$ cat config.mk
export PLATFORM = sky130hd
export DESIGN_NAME = cfgbit_locator
export DESIGN_NICKNAME = d
export VERILOG_FILES = /design/src/rtl/cfgbit_pkg.sv /design/src/rtl/cfgbit_major_map.sv /design/src/rtl/cfgbit_lane_decode.sv /design/src/rtl/cfgbit_column_base.sv /design/src/rtl/cfgbit_locator.sv
export SDC_FILE = /design/constraint.sdc
export NUM_CORES = 1
export LEC_CHECK = 0
export BUFFER_PORTS_ARGS = -buffer_cell sky130_fd_sc_hd__buf_2
export CAP_MARGIN = 5
export CELL_PAD_IN_SITES_DETAIL_PLACEMENT = 1
export CELL_PAD_IN_SITES_GLOBAL_PLACEMENT = 1
export CORE_MARGIN = 2
export CORE_UTILIZATION = 54
export CTS_CLUSTER_DIAMETER = 60
export CTS_CLUSTER_SIZE = 28
export DETAILED_ROUTE_END_ITERATION = 12
export PLACE_DENSITY_LB_ADDON = 0.1
export SYNTH_ARGS = -nofsm -noshare
export SYNTH_HDL_FRONTEND = slang
export SYNTH_SLANG_ARGS = --single-unit
export TNS_END_PERCENT = 1
$ cat constraint.sdc
create_clock -name clk -period 6.2 [get_ports clk]
set_input_delay 0 -clock clk [delete_from_list [all_inputs] [get_ports clk]]
set_output_delay 0 -clock clk [all_outputs]
set_load 0.005 [all_outputs]
$ cat src/rtl/cfgbit_pkg.sv
package cfgbit_pkg;

    localparam int LANE_W = 7;

    // signed byte step for each of the 16 bit lanes of a group
    function automatic logic signed [LANE_W-1:0] lane_step(input logic [3:0] lane);
        logic signed [LANE_W-1:0] r;
        unique case (lane)
            4'd0:  r = 7'sd6;
            4'd1:  r = 7'sd4;
            4'd2:  r = 7'sd2;
            4'd3:  r = 7'sd0;
            4'd4:  r = -7'sd4;
            4'd5:  r = -7'sd6;
            4'd6:  r = -7'sd8;
            4'd7:  r = -7'sd10;
            4'd8:  r = -7'sd16;
            4'd9:  r = -7'sd18;
            4'd10: r = -7'sd20;
            4'd11: r = -7'sd22;
            4'd12: r = -7'sd26;
            4'd13: r = -7'sd28;
            4'd14: r = -7'sd30;
            default: r = -7'sd32;
        endcase
        return r;
    endfunction

    // bit position inside the byte for each selector value
    function automatic logic [2:0] sel_bitpos(input logic [2:0] sel);
        logic [2:0] r;
        unique case (sel)
            3'd0: r = 3'd3;
            3'd1: r = 3'd2;
            3'd2: r = 3'd1;
            3'd3: r = 3'd0;
            3'd4: r = 3'd4;
            3'd5: r = 3'd5;
            3'd6: r = 3'd6;
            default: r = 3'd7;
        endcase
        return r;
    endfunction

endpackage

$ cat src/rtl/cfgbit_major_map.sv
module cfgbit_major_map #(
    parameter int IDX_W = 4,
    parameter int VAL_W = 8
) (
    input  logic             clk,
    input  logic             rst_n,
    input  logic             wr_en,
    input  logic [IDX_W-1:0] wr_idx,
    input  logic [VAL_W-1:0] wr_val,
    input  logic [IDX_W-1:0] rd_idx,
    output logic [VAL_W-1:0] rd_val
);
    localparam int DEPTH = 1 << IDX_W;

    logic [VAL_W-1:0] tbl [DEPTH];

    always_ff @(posedge clk or negedge rst_n) begin
        if (!rst_n) begin
            for (int i = 0; i < DEPTH; i++) tbl[i] <= '0;
        end else if (wr_en) begin
            tbl[wr_idx] <= wr_val;
        end
    end

    assign rd_val = tbl[rd_idx];
endmodule

$ cat src/rtl/cfgbit_lane_decode.sv
module cfgbit_lane_decode
    import cfgbit_pkg::*;
(
    input  logic [7:0]               low_bits,
    output logic signed [LANE_W-1:0] lane_off,
    output logic [2:0]               bit_off
);
    logic odd_group;
    logic [2:0] base_pos;
    logic signed [LANE_W-1:0] step;

    always_comb begin
        odd_group = low_bits[4];
        step      = lane_step(low_bits[3:0]);
        base_pos  = sel_bitpos(low_bits[7:5]);
        lane_off  = odd_group ? (step - 7'sd1) : step;
        bit_off   = odd_group ? (3'd7 - base_pos) : base_pos;
    end
endmodule

$ cat src/rtl/cfgbit_column_base.sv
module cfgbit_column_base #(
    parameter int ROWS_W = 6,
    parameter int Y_W    = 6,
    parameter int K_W    = 12,
    parameter int MNA_W  = 8,
    parameter int FLEN_W = 8,
    parameter int OFF_W  = 24
) (
    input  logic [ROWS_W-1:0]       rows,
    input  logic [Y_W-1:0]          row_y,
    input  logic signed [K_W-1:0]   dev_k,
    input  logic [MNA_W-1:0]        minor,
    input  logic [FLEN_W-1:0]       flen,
    output logic signed [OFF_W-1:0] row_term,
    output logic signed [OFF_W-1:0] frame_term
);
    localparam int PROD_W = MNA_W + FLEN_W;
    localparam logic signed [OFF_W-1:0] ROW_BASE = OFF_W'(80);

    logic signed [OFF_W-1:0] span;
    logic signed [OFF_W-1:0] k_ext;
    logic [PROD_W-1:0]       words;

    always_comb begin
        span  = $signed({{(OFF_W-ROWS_W){1'b0}}, rows}) - $signed({{(OFF_W-Y_W){1'b0}}, row_y});
        k_ext = {{(OFF_W-K_W){dev_k[K_W-1]}}, dev_k};
        // 40 = 32 + 8
        row_term = (span <<< 5) + (span <<< 3) + ROW_BASE + k_ext;
        words      = minor * flen;
        frame_term = $signed({{(OFF_W-PROD_W-2){1'b0}}, words, 2'b00});
    end
endmodule

$ cat src/rtl/cfgbit_locator.sv
module cfgbit_locator
    import cfgbit_pkg::*;
#(
    parameter int J_W    = 16,
    parameter int X_W    = 4,
    parameter int Y_W    = 6,
    parameter int ROWS_W = 6,
    parameter int FLEN_W = 8,
    parameter int K_W    = 12,
    parameter int MJA_W  = 8,
    parameter int OFF_W  = 24
) (
    input  logic                    clk,
    input  logic                    rst_n,
    input  logic                    map_we,
    input  logic [X_W-1:0]          map_idx,
    input  logic [MJA_W-1:0]        map_val,
    input  logic                    req_valid,
    input  logic [J_W-1:0]          req_bit,
    input  logic [X_W-1:0]          req_x,
    input  logic [Y_W-1:0]          req_y,
    input  logic [ROWS_W-1:0]       dev_rows,
    input  logic [FLEN_W-1:0]       dev_flen,
    input  logic signed [K_W-1:0]   dev_k,
    output logic                    rsp_valid,
    output logic [MJA_W-1:0]        rsp_major,
    output logic [J_W-9:0]          rsp_minor,
    output logic signed [OFF_W-1:0] rsp_byte,
    output logic [2:0]              rsp_bit,
    output logic                    rsp_neg
);
    localparam int MNA_W = J_W - 8;

    logic [MJA_W-1:0]         major_c;
    logic [MNA_W-1:0]         minor_c;
    logic signed [LANE_W-1:0] lane_c;
    logic [2:0]               bit_c;
    logic signed [OFF_W-1:0]  row_c, frame_c;

    assign minor_c = req_bit[J_W-1:8];

    cfgbit_major_map #(.IDX_W(X_W), .VAL_W(MJA_W)) map_i (
        .clk(clk), .rst_n(rst_n),
        .wr_en(map_we), .wr_idx(map_idx), .wr_val(map_val),
        .rd_idx(req_x), .rd_val(major_c)
    );

    cfgbit_lane_decode lane_i (
        .low_bits(req_bit[7:0]), .lane_off(lane_c), .bit_off(bit_c)
    );

    cfgbit_column_base #(
        .ROWS_W(ROWS_W), .Y_W(Y_W), .K_W(K_W),
        .MNA_W(MNA_W), .FLEN_W(FLEN_W), .OFF_W(OFF_W)
    ) base_i (
        .rows(dev_rows), .row_y(req_y), .dev_k(dev_k),
        .minor(minor_c), .flen(dev_flen),
        .row_term(row_c), .frame_term(frame_c)
    );

    // stage 1: decoded terms
    logic                     s1_valid;
    logic [MJA_W-1:0]         s1_major;
    logic [MNA_W-1:0]         s1_minor;
    logic signed [LANE_W-1:0] s1_lane;
    logic [2:0]               s1_bit;
    logic signed [OFF_W-1:0]  s1_row, s1_frame;

    always_ff @(posedge clk or negedge rst_n) begin
        if (!rst_n) begin
            s1_valid <= 1'b0;
            s1_major <= '0;
            s1_minor <= '0;
            s1_lane  <= '0;
            s1_bit   <= '0;
            s1_row   <= '0;
            s1_frame <= '0;
        end else begin
            s1_valid <= req_valid;
            s1_major <= major_c;
            s1_minor <= minor_c;
            s1_lane  <= lane_c;
            s1_bit   <= bit_c;
            s1_row   <= row_c;
            s1_frame <= frame_c;
        end
    end

    // stage 2: final sum
    logic signed [OFF_W-1:0] sum_c;
    assign sum_c = s1_row + s1_frame + {{(OFF_W-LANE_W){s1_lane[LANE_W-1]}}, s1_lane};

    always_ff @(posedge clk or negedge rst_n) begin
        if (!rst_n) begin
            rsp_valid <= 1'b0;
            rsp_major <= '0;
            rsp_minor <= '0;
            rsp_byte  <= '0;
            rsp_bit   <= '0;
            rsp_neg   <= 1'b0;
        end else begin
            rsp_valid <= s1_valid;
            rsp_major <= s1_major;
            rsp_minor <= s1_minor;
            rsp_byte  <= sum_c;
            rsp_bit   <= s1_bit;
            rsp_neg   <= sum_c[OFF_W-1];
        end
    end
endmodule

==> results of run 1 <==
==> Yosys cell counts (3+ instances only) <==
master    number
a21boi_0       4
xor2_1        13
and2_1        60
buf_1          3
mux4_2        40
nor2b_1        7
fa_1          61
nor2_1        36
ha_1          95
nand3_1        6
and4_1         3
nand3b_1       7
o21ai_0       16
buf_2          3
and3_1         4
nand2b_1       8
o21bai_1       5
mux2_2       128
nand2_1       23
o221ai_1       4
a211oi_1       5
a21o_1        15
o211ai_1       4
a21oi_1       34
dfrtp_1      239
clkbuf_1      22
xnor2_1       40
inv_1         86
nor3_1         4
o21a_1         6
o31ai_1        3
or3_1          7
==> worst min path at each step <==
stage | from | end | slack (ns)
floorplan | rst_n | map_i.tbl[0] | -0.30
global placement | rst_n | rsp_valid | 0.06
detailed placement | rst_n | rsp_valid | 0.06
CTS | dev_k[5] | s1_row[5] | 0.06
global route | dev_k[5] | s1_row[5] | 0.08
finish | dev_k[5] | s1_row[5] | 0.08
==> logic make-up after synthesis <==
| logic type | count (synthesis) | synth area share |
|---|---|---|
| AOI/OAI and AO/OA | 117 | 0.0593 |
| DFF | 239 | 0.446 |
| xor gates and xnor gates | 53 | 0.0346 |
| and+or+nand+nor | 174 | 0.0716 |
| muxes | 170 | 0.176 |
| adders and majority gates | 156 | 0.180 |
| buffers and inverters | 115 | 0.0327 |
==> state kept, by name, summed over array words and instances (netlist names) <==
name,cells
map_i.tbl,128
rsp_byte,24
s1_row,24
s1_frame,16
rsp_major,8
rsp_minor,8
s1_major,8
s1_minor,8
s1_lane,7
rsp_bit,3
s1_bit,3
rsp_valid,1
s1_valid,1
==> power breakdown <==
part | leakage, nW | total, W | internal, W | switching [W]
clock network | 0.376 | 0.00143 | 0.000714 | 0.000720
logic | 3.92 | 0.00335 | 0.00155 | 0.00181
registers | 2.87 | 0.00225 | 0.00203 | 0.000217
total | 7.16 | 0.00704 | 0.00429 | 0.00274
==> metrics by stage <==
stage / hold slack (ns) / setup WS (ns) / power (W)
finish: 0.0773 / 1.85 / 0.00704
global placement: 0.0554 / 1.94 / 0.00544
detailed placement: 0.0633 / 1.91 / 0.00558
floorplan: -0.296 / 2.23 / 0.00465
global route: 0.0759 / 1.65 / 0.00758
CTS: 0.0603 / 1.90 / 0.00712
==> tightest hold or removal path: stages <==
cell	delay [ns]
buf_2	0.10
fa_1	0.17
ha_1	0.14
ha_1	0.14
==> layer usage <==
metal	share of wire	track usage	vias up
met2	0.55	0.463	124
met3	0.030	0.0249	43
met5	0	0	-
met4	0.020	0.0605	0
met1	0.40	0.298	4422
li1	-	-	3865
==> cell type report <==
cell class              count  area, um^2
fillers                  2388        8880
inverters                  86         323
diodes                      1        2.50
clock inverters            15         233
clock buffers              22         539
flip-flops and latches    239        5980
well taps                 324         405
repair buffers            152         963
multi-input cells         670        6990
==> cells in the final DEF, fill, tap and decap left out, types with 23 or more instances in the layout <==
master / count
nor2_1: 36
mux2_2: 128
dfrtp_1: 239
xnor2_1: 40
dlygate4sd3_1: 37
buf_2: 111
ha_1: 95
mux4_2: 40
inv_1: 86
fa_1: 61
and2_1: 60
a21oi_1: 34
nand2_1: 23
==> results.json, run 1 <==
{
  "htreeDepth": 1,
  "drv_cap": 0,
  "yosysWarnings": 0,
  "final.setup.tns_ns": 0,
  "rsz0062_at_grt": "false",
  "num_vias": 8454,
  "postSynthCellCount": 1024,
  "yosys_register_bits": 239,
  "instances_no_fill": 1509,
  "p_per_area_nw_per_um2": 456,
  "worst_pin_slew_ns": 1.16,
  "avgSynthCellArea_um2": 13.1,
  "arrival_ns": 4.77,
  "yosys.cell_types.count": 60,
  "ctsResizeCount": 0,
  "slew_viol_final": 0,
  "placed_cell_area_um2": 14300,
  "r2r_slack_ns": 2.63,
  "cp.depth": 18,
  "hpwl_um": 21700,
  "hold_path_depth": 4,
  "crit_required_ns": 6.62,
  "synth_area_leaders": "dfrtp_1 45%, mux2_2 11%, fa_1 9.1%",
  "hold_violations": 0,
  "area_delta_synth_final_pct": 15.1,
  "drt-pass1-iter-count": 4,
  "worstSetupStartpoint": "req_bit[11]",
  "fin_crit_ns": 4.36,
  "p_leak_nw": 7.16,
  "cp_max_fo": 9,
  "critPathLaunchType": "input port",
  "crit_path_end_kind": "register",
  "setup_viol": 0,
  "antenna_found_initial": 1,
  "cts_setup_buffers": 0,
  "drtAntennaViolNets": 0,
  "clk_latency_ns": 0.52,
  "async_reset_ff_frac": 1.00,
  "max_freq_mhz": 230,
  "gr-total-overflow": 0,
  "cts_root_buf": "clkbuf_16",
  "r2r_start": "s1_lane[6]",
  "min_path_type": "in -> reg",
  "max_stage_delay_ns": 0.54,
  "io_pins": 113,
  "synth_top_cell_area_share": 0.446,
  "nets": 1394,
  "die_area_um2": 26100,
  "grt_max_degree": 92,
  "grt_use_total": 0.244,
  "start_util": 0.552,
  "numCtsBuffers": 21,
  "drive_gt1_frac": 0.278,
  "dpl.cell_count": 1434,
  "drc": 0,
  "synth_nets": 1248,
  "drt-initial-drc-count": 286,
  "yosysSeqAreaShare": 0.446,
  "critPathSlowestCell": "dlygate4sd3_1",
  "cp_top_family": "adder cells",
  "synth_top_flop_cell": "dfrtp_1",
  "cts_sinks": 239,
  "r2r-end": "rsp_byte[22]",
  "worst-path-buf-inv": 6,
  "critPathCapture": "s1_frame[17]",
  "syn-cell-area_um2": 13400,
  "path_cells": "dlygate4sd3_1 -> buf_2 -> and2_1 -> fa_1 -> inv_1 -> fa_1 -> inv_1 -> fa_1 -> inv_1 -> fa_1 -> inv_1 -> ha_1 -> o21a_1 -> o31a_1 -> or4_1 -> a31o_2 -> a211oi_2 -> xnor2_1",
  "status": "finished clean",
  "relSlewSlack": 0.225,
  "die_y_um": 162,
  "path_class": "in -> reg",
  "die_x_um": 162,
  "drt-wirelength-per-cell_um": 20.0,
  "grt_pass1_vias": 9548,
  "wirelength_um": 30100,
  "portBuffers": 112,
  "core_area_um2": 24300,
  "synth_edf_count": 0,
  "final_area_um2": 15400,
  "period_share": 0.702,
  "ir_drop_v": 0.000294,
  "cts_hold_buf": 37,
  "place_congestion": 0.809,
  "grt_first_pass_wirelength_um": 50300,
  "clock_path_buffers": 3,
  "netlist.top_cell.by_area": "dfrtp_1",
  "via_per_inst": 5.60,
  "cts_tree": "yes",
  "skew_ns": 0.0244,
  "final_core_util": 0.635,
  "clkTransAtPathRegs_ns": 0.08,
  "num_rows": 57,
  "r2r.worst_path.cells": 8
}
No activity file was read; power rests on OpenSTA's default activity.
==> run 2, diff against run 1 <==
Settings changed: ABC_AREA set to 1, CORE_UTILIZATION 54 to 46.
Clock period 6.2 ns to 4.3 ns, I/O delays scaled along.
==> results.json, run 2 <==
{
  "ir_drop_v": 0.000323,
  "numCtsBuffers": 22,
  "num_rows": 64,
  "critPathLaunchType": "input port",
  "critPathSlowestCell": "dlygate4sd3_1",
  "cts_hold_buf": 29,
  "grt_pass1_vias": 12500,
  "async_reset_ff_frac": 1.00,
  "yosys.cell_types.count": 31,
  "worst-path-buf-inv": 5,
  "die_area_um2": 32500,
  "place_congestion": 0.844,
  "max_stage_delay_ns": 0.57,
  "slew_viol_final": 0,
  "reg_top3": "map_i.tbl x128, rsp_byte x24, s1_row x24",
  "arrival_ns": 4.32,
  "portBuffers": 112,
  "yosysWarnings": 0,
  "setup_viol": 0,
  "rsz0062_at_grt": "false",
  "p_seq_frac": 0.305,
  "p_per_area_nw_per_um2": 639,
  "p_int_w": 0.00580,
  "hold_violations": 0,
  "cts_sinks": 239,
  "critPathMostFrequentCell": "fa_1",
  "min_path_type": "in -> reg",
  "final_cell_mix": "462 x nand2_1, 319 x inv_1, 239 x dfrtp_1",
  "grt_first_pass_wirelength_um": 63300,
  "syn-cell-area_um2": 14300,
  "path_class": "in -> reg",
  "fillers": 3733,
  "synth_top_flop_cell": "dfrtp_1",
  "wirelength_um": 37600,
  "place_ws_ns": 0.503,
  "clk_latency_ns": 0.53,
  "grt_max_degree": 114,
  "largest-register": "map_i.tbl",
  "drv_cap": 0,
  "drt-wirelength-per-cell_um": 16.8,
  "fin_crit_ns": 3.91,
  "num_vias": 11400,
  "grt_use_total": 0.240,
  "crit_required_ns": 4.71,
  "yosysSeqAreaShare": 0.418,
  "final_common_cell": "nand2_1",
  "synth_nets": 1943,
  "relSlewSlack": 0.362,
  "drc": 0,
  "hpwl_um": 27500,
  "postSynthCellCount": 1719,
  "clkTransAtPathRegs_ns": 0.07,
  "start_util": 0.467,
  "synth_top_cell_area_share": 0.418,
  "postLayoutSetupSlackWorst_ns": 0.395,
  "yosys.cell_count.top_type": "nand2_1",
  "path_cells": "dlygate4sd3_1 -> buf_2 -> nand2_1 -> inv_1 -> fa_1 -> fa_1 -> fa_1 -> inv_1 -> fa_1 -> inv_1 -> ha_1 -> a21oi_1 -> nor2_1 -> o21ai_0 -> nand3_1 -> nand2_1 -> nand2_1",
  "power.switching_fraction": 0.435,
  "synth_edf_count": 0,
  "via_per_inst": 5.09,
  "yosys_register_bits": 239,
  "io_pins": 113,
  "antenna_found_initial": 1,
  "final.setup.tns_ns": 0,
  "pwr-share-comb": 0.492,
  "max_freq_mhz": 256,
  "drt-initial-drc-count": 441,
  "p_leak_nw": 8.78,
  "synthTopCellsByCount": "462 x nand2_1, 319 x inv_1, 239 x dfrtp_1, 164 x o21ai_0, 95 x ha_1",
  "drtAntennaViolNets": 0,
  "period_share": 0.908,
  "netlist.top_cell.by_area": "dfrtp_1",
  "cp_top_family": "adder cells",
  "worst_pin_slew_ns": 0.957,
  "cts_root_buf": "clkbuf_16",
  "synth_area_leaders": "dfrtp_1 42%, nand2_1 12%, fa_1 8.5%",
  "crit_path_end_kind": "register",
  "switchingPower_w": 0.00448,
  "status": "finished clean",
  "cts_tree": "yes",
  "area_delta_synth_final_pct": 12.5,
  "drt-pass1-iter-count": 4,
  "clock_path_buffers": 3,
  "die_y_um": 180,
  "cts_setup_buffers": 0,
  "avgSynthCellArea_um2": 8.32,
  "core_area_um2": 30600,
  "largest_reg_flops": 128,
  "die_x_um": 180,
  "gr-total-overflow": 0,
  "ctsResizeCount": 0,
  "nets": 2045,
  "skew_ns": 0.0159,
  "htreeDepth": 1,
  "drive_gt1_frac": 0.0866,
  "clkPwrFrac": 0.203,
  "cp_max_fo": 9
}
==> run 2: cell count changes in the layout (fill, tap and decap cells not counted), moves of 28 or more <==
| cell | previous run | this run |
|---|---|---|
| nand2_1 | 23 | 462 |
| xnor2_1 | 40 | 12 |
| mux2_2 | 128 | 0 |
| o211ai_1 | 4 | 34 |
| inv_1 | 86 | 319 |
| nand3_1 | 6 | 89 |
| mux4_2 | 40 | 0 |
| o21ai_0 | 16 | 164 |
| and2_1 | 60 | 0 |
==> run 2: worst paths after layout <==
path / from / endpoint / slack, ns / cells past startpoint
max in group asynchronous: rst_n / s1_row[11] / 3.00 / 3
max reg2reg: s1_lane[6] / rsp_byte[19] / 1.72 / 11
min in group asynchronous: rst_n / map_i.tbl[36] / 0.12 / 2
max: req_bit[9] / s1_frame[17] / 0.39 / 17
min: req_x[2] / s1_major[4] / 0.05 / 4
min reg2reg: s1_major[3] / rsp_major[3] / 0.35 / 0
==> run 2: worst min-delay path: stages <==
cell and delay (ns):
buf_2 0.23, nand3_1 0.15, nand3_1 0.09, nand2_1 0.07
==> run 2: cell families after synthesis <==
kind of cell,share of synthesized area
multiplexers,0.000700
AND/OR/NAND/NOR,0.173
flip-flops,0.418
AO/OA/AOI/OAI,0.106
adder cells (fa/ha/maj),0.169
buffers and inverters,0.111
XOR/XNOR,0.0226
==> run 2: power groups by stage <==
stage          registers (W)  logic, W  clock network (W)
4_1_cts              0.00314   0.00514            0.00214
6_report             0.00313   0.00506            0.00209
5_1_grt              0.00320   0.00590            0.00224
3_5_place_dp         0.00318   0.00507                  0
2_1_floorplan        0.00311   0.00359                  0
3_3_place_gp         0.00316   0.00487                  0
==> run 2: routing by layer <==
metal	track usage	routed length, um	up-vias
li1	-	-	5558
met1	0.282	15500	5609
met2	0.459	20000	150
met3	0.0259	1080	62
met4	0.0684	993	0
met5	0	0	-
==> run 2: final cells by class <==
class                      count  area (um^2)  share of cell area
multi-input combinational   1092         6730               0.418
timing repair buffer         146          913              0.0568
tap                          396          495              0.0308
antenna                        1         2.50            0.000156
sequential                   239         5980               0.372
clock inverter                14          191              0.0119
inverter                     320         1200              0.0746
clock buffer                  26          576              0.0358
==> run 2: metrics by stage <==
step | hold slack, ns | util | cells | power [W] | area (um^2)
finish | 0.0470 | 0.526 | 2234 | 0.0103 | 16100
global route | 0.0711 | 0.526 | 2234 | 0.0113 | 16100
CTS | 0.0448 | 0.526 | 2233 | 0.0104 | 16100
detailed placement | 0.111 | 0.491 | 2164 | 0.00826 | 15000
global placement | 0.109 | 0.491 | 2164 | 0.00803 | 15000
floorplan | -0.296 | - | 1719 | 0.00670 | 14300
